===== src/rtl/smbt_pkg.sv =====
package smbt_pkg;
    localparam int BYTE_W = 8;

    typedef enum logic [3:0] {
        ST_IDLE,
        ST_ADDR,
        ST_ADDR_ACK,
        ST_CMD,
        ST_CMD_ACK,
        ST_WDATA,
        ST_WDATA_ACK,
        ST_RDATA,
        ST_RDATA_ACK,
        ST_IGNORE
    } smbt_state_e;
endpackage


===== src/rtl/smbt_sync.sv =====
module smbt_sync #(
    parameter int W      = 2,
    parameter int STAGES = 2
) (
    input  logic         clk,
    input  logic         rst_n,
    input  logic [W-1:0] d,
    output logic [W-1:0] q
);
    logic [STAGES-1:0][W-1:0] chain;

    always_ff @(posedge clk or negedge rst_n) begin
        if (!rst_n) begin
            chain <= '1;
        end else begin
            chain[0] <= d;
            for (int i = 1; i < STAGES; i++) begin
                chain[i] <= chain[i-1];
            end
        end
    end

    assign q = chain[STAGES-1];
endmodule


===== src/rtl/smbt_cond.sv =====
module smbt_cond (
    input  logic clk,
    input  logic rst_n,
    input  logic scl_s,
    input  logic sda_s,
    output logic scl_rise,
    output logic scl_fall,
    output logic start_det,
    output logic stop_det
);
    logic scl_q;
    logic sda_q;

    always_ff @(posedge clk or negedge rst_n) begin
        if (!rst_n) begin
            scl_q <= 1'b1;
            sda_q <= 1'b1;
        end else begin
            scl_q <= scl_s;
            sda_q <= sda_s;
        end
    end

    assign scl_rise  = scl_s & ~scl_q;
    assign scl_fall  = ~scl_s & scl_q;
    assign start_det = scl_s & scl_q & sda_q & ~sda_s;
    assign stop_det  = scl_s & scl_q & ~sda_q & sda_s;
endmodule


===== src/rtl/smb_regbank_target.sv =====
module smb_regbank_target #(
    parameter int             NREG        = 8,
    parameter int             STRAP_W     = 3,
    parameter logic [6-STRAP_W:0] ADDR_PREFIX = 4'b1000,
    parameter int             SYNC_STAGES = 2
) (
    input  logic                          clk,
    input  logic                          rst_n,
    input  logic                          scl_i,
    input  logic                          sda_i,
    output logic                          sda_drive_low_o,
    input  logic [STRAP_W-1:0]            strap_i,
    output logic                          wr_stb_o,
    output logic [smbt_pkg::BYTE_W-1:0]   wr_data_o,
    output logic [$clog2(NREG)-1:0]       ptr_o,
    input  logic [smbt_pkg::BYTE_W-1:0]   rd_data_i
);
    import smbt_pkg::*;

    localparam int AW    = $clog2(NREG);
    localparam int CNT_W = $clog2(BYTE_W + 1);

    logic scl_s, sda_s;
    logic scl_rise, scl_fall, start_det, stop_det;

    smbt_sync #(.W(2), .STAGES(SYNC_STAGES)) u_sync (
        .clk   (clk),
        .rst_n (rst_n),
        .d     ({scl_i, sda_i}),
        .q     ({scl_s, sda_s})
    );

    smbt_cond u_cond (
        .clk       (clk),
        .rst_n     (rst_n),
        .scl_s     (scl_s),
        .sda_s     (sda_s),
        .scl_rise  (scl_rise),
        .scl_fall  (scl_fall),
        .start_det (start_det),
        .stop_det  (stop_det)
    );

    smbt_state_e         state;
    logic [CNT_W-1:0]    cnt;
    logic [BYTE_W-1:0]   sh;
    logic [BYTE_W-1:0]   rsh;
    logic [AW-1:0]       ptr;
    logic                cmd_ok;
    logic                rw;
    logic [STRAP_W-1:0]  strap_q;
    logic                cap_done;
    logic                wr_stb;
    logic [BYTE_W-1:0]   wr_data;
    logic                byte_state;
    logic                byte_full;
    logic [6:0]          own_addr;

    assign own_addr  = {ADDR_PREFIX, strap_q};
    assign byte_full = (cnt == CNT_W'(BYTE_W));

    always_comb begin
        byte_state = state inside {ST_ADDR, ST_CMD, ST_WDATA, ST_RDATA};
    end

    // state register process
    always_ff @(posedge clk or negedge rst_n) begin
        if (!rst_n) begin
            state    <= ST_IDLE;
            cnt      <= '0;
            sh       <= '0;
            rsh      <= '0;
            ptr      <= '0;
            cmd_ok   <= 1'b0;
            rw       <= 1'b0;
            strap_q  <= '0;
            cap_done <= 1'b0;
            wr_stb   <= 1'b0;
            wr_data  <= '0;
        end else begin
            wr_stb <= 1'b0;
            if (!cap_done) begin
                strap_q  <= strap_i;
                cap_done <= 1'b1;
            end
            if (start_det) begin
                state <= ST_ADDR;
                cnt   <= '0;
            end else if (stop_det) begin
                state <= ST_IDLE;
                cnt   <= '0;
            end else begin
                if (scl_rise && byte_state && !byte_full) begin
                    sh  <= {sh[BYTE_W-2:0], sda_s};
                    cnt <= cnt + 1'b1;
                end
                if (scl_fall) begin
                    unique case (state)
                        ST_ADDR: begin
                            if (byte_full) begin
                                cnt <= '0;
                                if (sh[BYTE_W-1:1] == own_addr) begin
                                    rw    <= sh[0];
                                    state <= ST_ADDR_ACK;
                                end else begin
                                    state <= ST_IGNORE;
                                end
                            end
                        end
                        ST_ADDR_ACK: begin
                            cnt <= '0;
                            if (rw) begin
                                rsh   <= rd_data_i;
                                state <= ST_RDATA;
                            end else begin
                                state <= ST_CMD;
                            end
                        end
                        ST_CMD: begin
                            if (byte_full) begin
                                cnt <= '0;
                                if (sh < BYTE_W'(NREG)) begin
                                    cmd_ok <= 1'b1;
                                    ptr    <= sh[AW-1:0];
                                end else begin
                                    cmd_ok <= 1'b0;
                                end
                                state <= ST_CMD_ACK;
                            end
                        end
                        ST_CMD_ACK: begin
                            cnt   <= '0;
                            state <= ST_WDATA;
                        end
                        ST_WDATA: begin
                            if (byte_full) begin
                                cnt <= '0;
                                if (cmd_ok) begin
                                    wr_stb  <= 1'b1;
                                    wr_data <= sh;
                                end
                                state <= ST_WDATA_ACK;
                            end
                        end
                        ST_WDATA_ACK: state <= ST_IGNORE;
                        ST_RDATA: begin
                            if (byte_full) begin
                                cnt   <= '0;
                                state <= ST_RDATA_ACK;
                            end else begin
                                rsh <= {rsh[BYTE_W-2:0], 1'b0};
                            end
                        end
                        ST_RDATA_ACK: state <= ST_IGNORE;
                        default: ;
                    endcase
                end
            end
        end
    end

    // output process
    always_comb begin
        unique case (state)
            ST_ADDR_ACK, ST_CMD_ACK, ST_WDATA_ACK: sda_drive_low_o = 1'b1;
            ST_RDATA:                              sda_drive_low_o = ~rsh[BYTE_W-1];
            default:                               sda_drive_low_o = 1'b0;
        endcase
    end

    assign wr_stb_o  = wr_stb;
    assign wr_data_o = wr_data;
    assign ptr_o     = ptr;
endmodule


===== config.mk =====
export PLATFORM = sky130hd
export DESIGN_NAME = smb_regbank_target
export DESIGN_NICKNAME = d
export VERILOG_FILES = /design/src/rtl/smbt_pkg.sv /design/src/rtl/smbt_sync.sv /design/src/rtl/smbt_cond.sv /design/src/rtl/smb_regbank_target.sv
export SDC_FILE = /design/constraint.sdc
export NUM_CORES = 1
export LEC_CHECK = 0
export BUFFER_PORTS_ARGS = -buffer_cell sky130_fd_sc_hd__buf_2
export CORE_MARGIN = 2
export CORE_UTILIZATION = 50
export DETAILED_ROUTE_END_ITERATION = 16
export PLACE_DENSITY_LB_ADDON = 0.1
export RECOVER_POWER = 50
export SLEW_MARGIN = 15
export SYNTH_ARGS = -nofsm -noshare
export SYNTH_HDL_FRONTEND = slang
export SYNTH_HIERARCHICAL = 1
export SYNTH_SLANG_ARGS = --single-unit

===== constraint.sdc =====
create_clock -name clk -period 3.7 [get_ports clk]
set_input_delay 0.37 -clock clk [delete_from_list [all_inputs] [get_ports clk]]
set_output_delay 0.37 -clock clk [all_outputs]
set_load 0.005 [all_outputs]

==> results.toml <==
[critical_path]
r2r_end = "wr_data_o[5]"
cp_slowest_cell = "nor2b_1"
rrSetupSlack_ns = 1.39
cpPeakStageDelay_ns = 0.65
worstPathRequired_ns = 3.89
critical_path.endpoint_type = "flop"
crit_path_start_kind = "flop"
cp_max_fo = 10
cp.arrival_ns = 2.50
timing.rr.start = "u_cond/scl_q"
critical_path_class = "reg2reg"
crit_chain = "nor2b_1 > nand4_2 > nor2_4 > mux2_2"
worstRegToRegCells = 4

[timing]
tightest_slew_ns = 2.478
fin_skew_ns = 0.002722
post-route-period-util = 0.6232
min_period_ns = 2.306
slew_violations = 49
grt_setup_unrepaired = "no"
hold_viol_final = 0
max_freq_mhz = 433.7
fin_setup_tns_ns = 0
slew_headroom = -0.6523
setup_violations = 0

[global_routing]
grt_max_degree = 49
track_usage = 0.1876
grt_pass1_wl_um = 7438
overflow = 0
grt_antenna_before_repair = 0
grt_pass1_vias = 1521

[yosys]
syn_avg_cell_area_um2 = 12.59
postSynth.asyncResetShare = 1.000
ys_seq_area_frac = 0.5160
syn_inst = 186
ys_ff_latch = 48
synth_ff_type = "dfrtp_1"
synth.distinct_cells = 49
syn_nets = 203
yosys_warnings = 6
syn_area_um2 = 2342
synth_edf_count = 0

[die]
boundaryPins = 28
initial_core_util = 0.5270
die_y_um = 72.45
rows = 24
core_area_um2 = 4444
die_width_um = 72.45
dieArea_um2 = 5248

[cells_and_area]
diodes = 0
drive_above_1_share = 0.4131
area_delta_synth_final_pct = 10.15
nets = 229
seq_area_um2 = 1209
multi_input_area_um2 = 1069
fillCellCount = 374

[cts]
cts_max_path_buffers = 2
numCtsBuffers = 5
clk_pin_slew_ns = 0.08
post_cts_buffers = 0
clkSinkCount = 48
clock_latency_ns = 0.30
cts_max_level = 2
cts_resized = 0
clockRootBuffer = "clkbuf_8"
cts.hold.buffers_added = 0
cts_tree = "built"

[power_and_ir_drop]
p_leak_uw = 0.001210
powerDensity_nw_per_um2 = 614.2
ir_worst_vdd_uv = 333.5
total_power_uw = 1585

[status]
status = "finished with violations"
violations = "max-capacitance violations, max-slew violations"

[placed_design]
numPortBuffers = 27
gp_congestion = 0.8503
dp_hpwl_um = 3193

[hold_path]
min_path_type = "in2reg"
hold_path_depth = 1
hold-path-endpoint = "u_sync/chain[0]"
hp-start = "sda_i"

[drt]
dr.first_iter.drc_count = 85
drt.antenna.violating_nets = 0
vias_per_cell = 5.664
route.detailed.drc = 0
vias = 1501
wl_per_cell_um = 16.53
drtPass1Iterations = 4
routed_wirelength_um = 4381

[job]
cap_viol_max_count = 1
-- sequential cells by signal (all words and copies together) (netlist names), 3 cells and up --
register and count:
cnt 4, ptr_o 3, rsh 8, sh 8
state 4, strap_q 3, wr_data_o 8
-- cells by family (layout without fill, tap and decap cells) --
| logic type | after synthesis | after routing | synth area share |
|---|---|---|---|
| AND/OR/NAND/NOR | 54 | 54 | 0.1624 |
| flip-flops | 48 | 48 | 0.5160 |
| multiplexers | 40 | 40 | 0.1907 |
| AO/OA/AOI/OAI | 22 | 22 | 0.06838 |
| buffers and inverters | 13 | 40 | 0.02777 |
| XOR/XNOR | 6 | 6 | 0.02244 |
| adder cells (fa/ha/maj) | 2 | 2 | 0.01068 |
| other | 1 | 1 | 0.001601 |
-- final cells by class --
cell class | count | area share
clock inverter | 2 | 0.004850
inverter | 5 | 0.007275
tap | 52 | 0.02522
clock buffer | 6 | 0.02813
sequential | 48 | 0.4685
timing repair buffer | 27 | 0.05189
multi-input combinational | 125 | 0.4142
-- layer usage --
metal  GRT usage  vias to the layer above  part of all wire
met5           0                        -                 0
met3     0.04167                        7             0.036
met2      0.3068                       30              0.51
met1      0.2463                      753              0.44
li1            -                      711                 -
met4     0.06996                        0             0.013
-- power by group --
part	switching [uW]	total [uW]	leakage (uW)	internal, uW
clock	170	302	0.0000412	132
combinational	225	487	0.000559	262
sequential	156	796	0.000609	640
-- synth_stat cells (all sizes together) (2+ instances only) --
cell | instances | area [um2]
mux2 | 37 | 416.7
o31ai | 2 | 15.01
a311oi | 2 | 17.52
ha | 2 | 25.02
nand2 | 8 | 30.03
nand2b | 5 | 33.78
xnor2 | 4 | 35.03
mux2i | 3 | 30.03
buf | 6 | 37.53
and4b | 2 | 20.02
clkbuf | 2 | 8.750
xor2 | 2 | 17.52
nor2 | 14 | 62.56
o21ai | 7 | 35.03
inv | 5 | 18.77
dfrtp | 42 | 1051
nand3 | 2 | 15.01
a21oi | 3 | 15.01
nor3 | 2 | 21.27
dfstp | 6 | 157.7
nor4b | 2 | 23.77
nor2b | 6 | 45.04
nand4 | 6 | 43.79
-- worst max-delay path: cells and delay by family (launching register included) --
family	cells	cell delay (ns)
AND/OR/NAND/NOR	3	1.27
flip-flops	1	0.55
multiplexers	1	0.38
-- cells in the final DEF (no fill, tap or decap), drive strengths merged, types with 4 or more instances in the layout --
| cell | n |
|---|---|
| buf | 26 |
| clkbuf | 7 |
| dfrtp | 42 |
| dfstp | 6 |
| inv | 5 |
| mux2 | 37 |
| nand2 | 8 |
| nand2b | 5 |
| nand4 | 6 |
| nor2 | 14 |
| nor2b | 6 |
| o21ai | 7 |
| xnor2 | 4 |
-- per-stage QoR --
| step | cell area (um2) | std cells | util | hold WS, ns | setup slack [ns] |
|---|---|---|---|---|---|
| after CTS | 2581 | 265 | 0.5808 | 0.1508 | 1.420 |
| after floorplan | 2342 | 186 | - | 0.07441 | 1.699 |
| after global placement | 2496 | 257 | 0.5617 | 0.3459 | 1.495 |
| after global routing | 2580 | 265 | 0.5805 | 0.1451 | 0.8993 |
| after detailed placement | 2496 | 257 | 0.5617 | 0.3468 | 1.425 |
| final | 2580 | 265 | 0.5805 | 0.1594 | 1.394 |
-- worst max path at each step --
stage / startpoint / to / slack, ns / depth (start not counted)
after detailed placement: u_cond/scl_q / wr_data_o[5] / 1.42 / 4
after global routing: rst_n / rsh[0] / 0.90 / 1
after CTS: u_cond/scl_q / wr_data_o[5] / 1.42 / 4
after global placement: u_cond/scl_q / wr_data_o[5] / 1.50 / 4
final: u_cond/scl_q / wr_data_o[5] / 1.39 / 4
after floorplan: u_sync/q[0] / ptr_o[0] / 1.70 / 6
No activity file was read; power rests on OpenSTA's default activity.
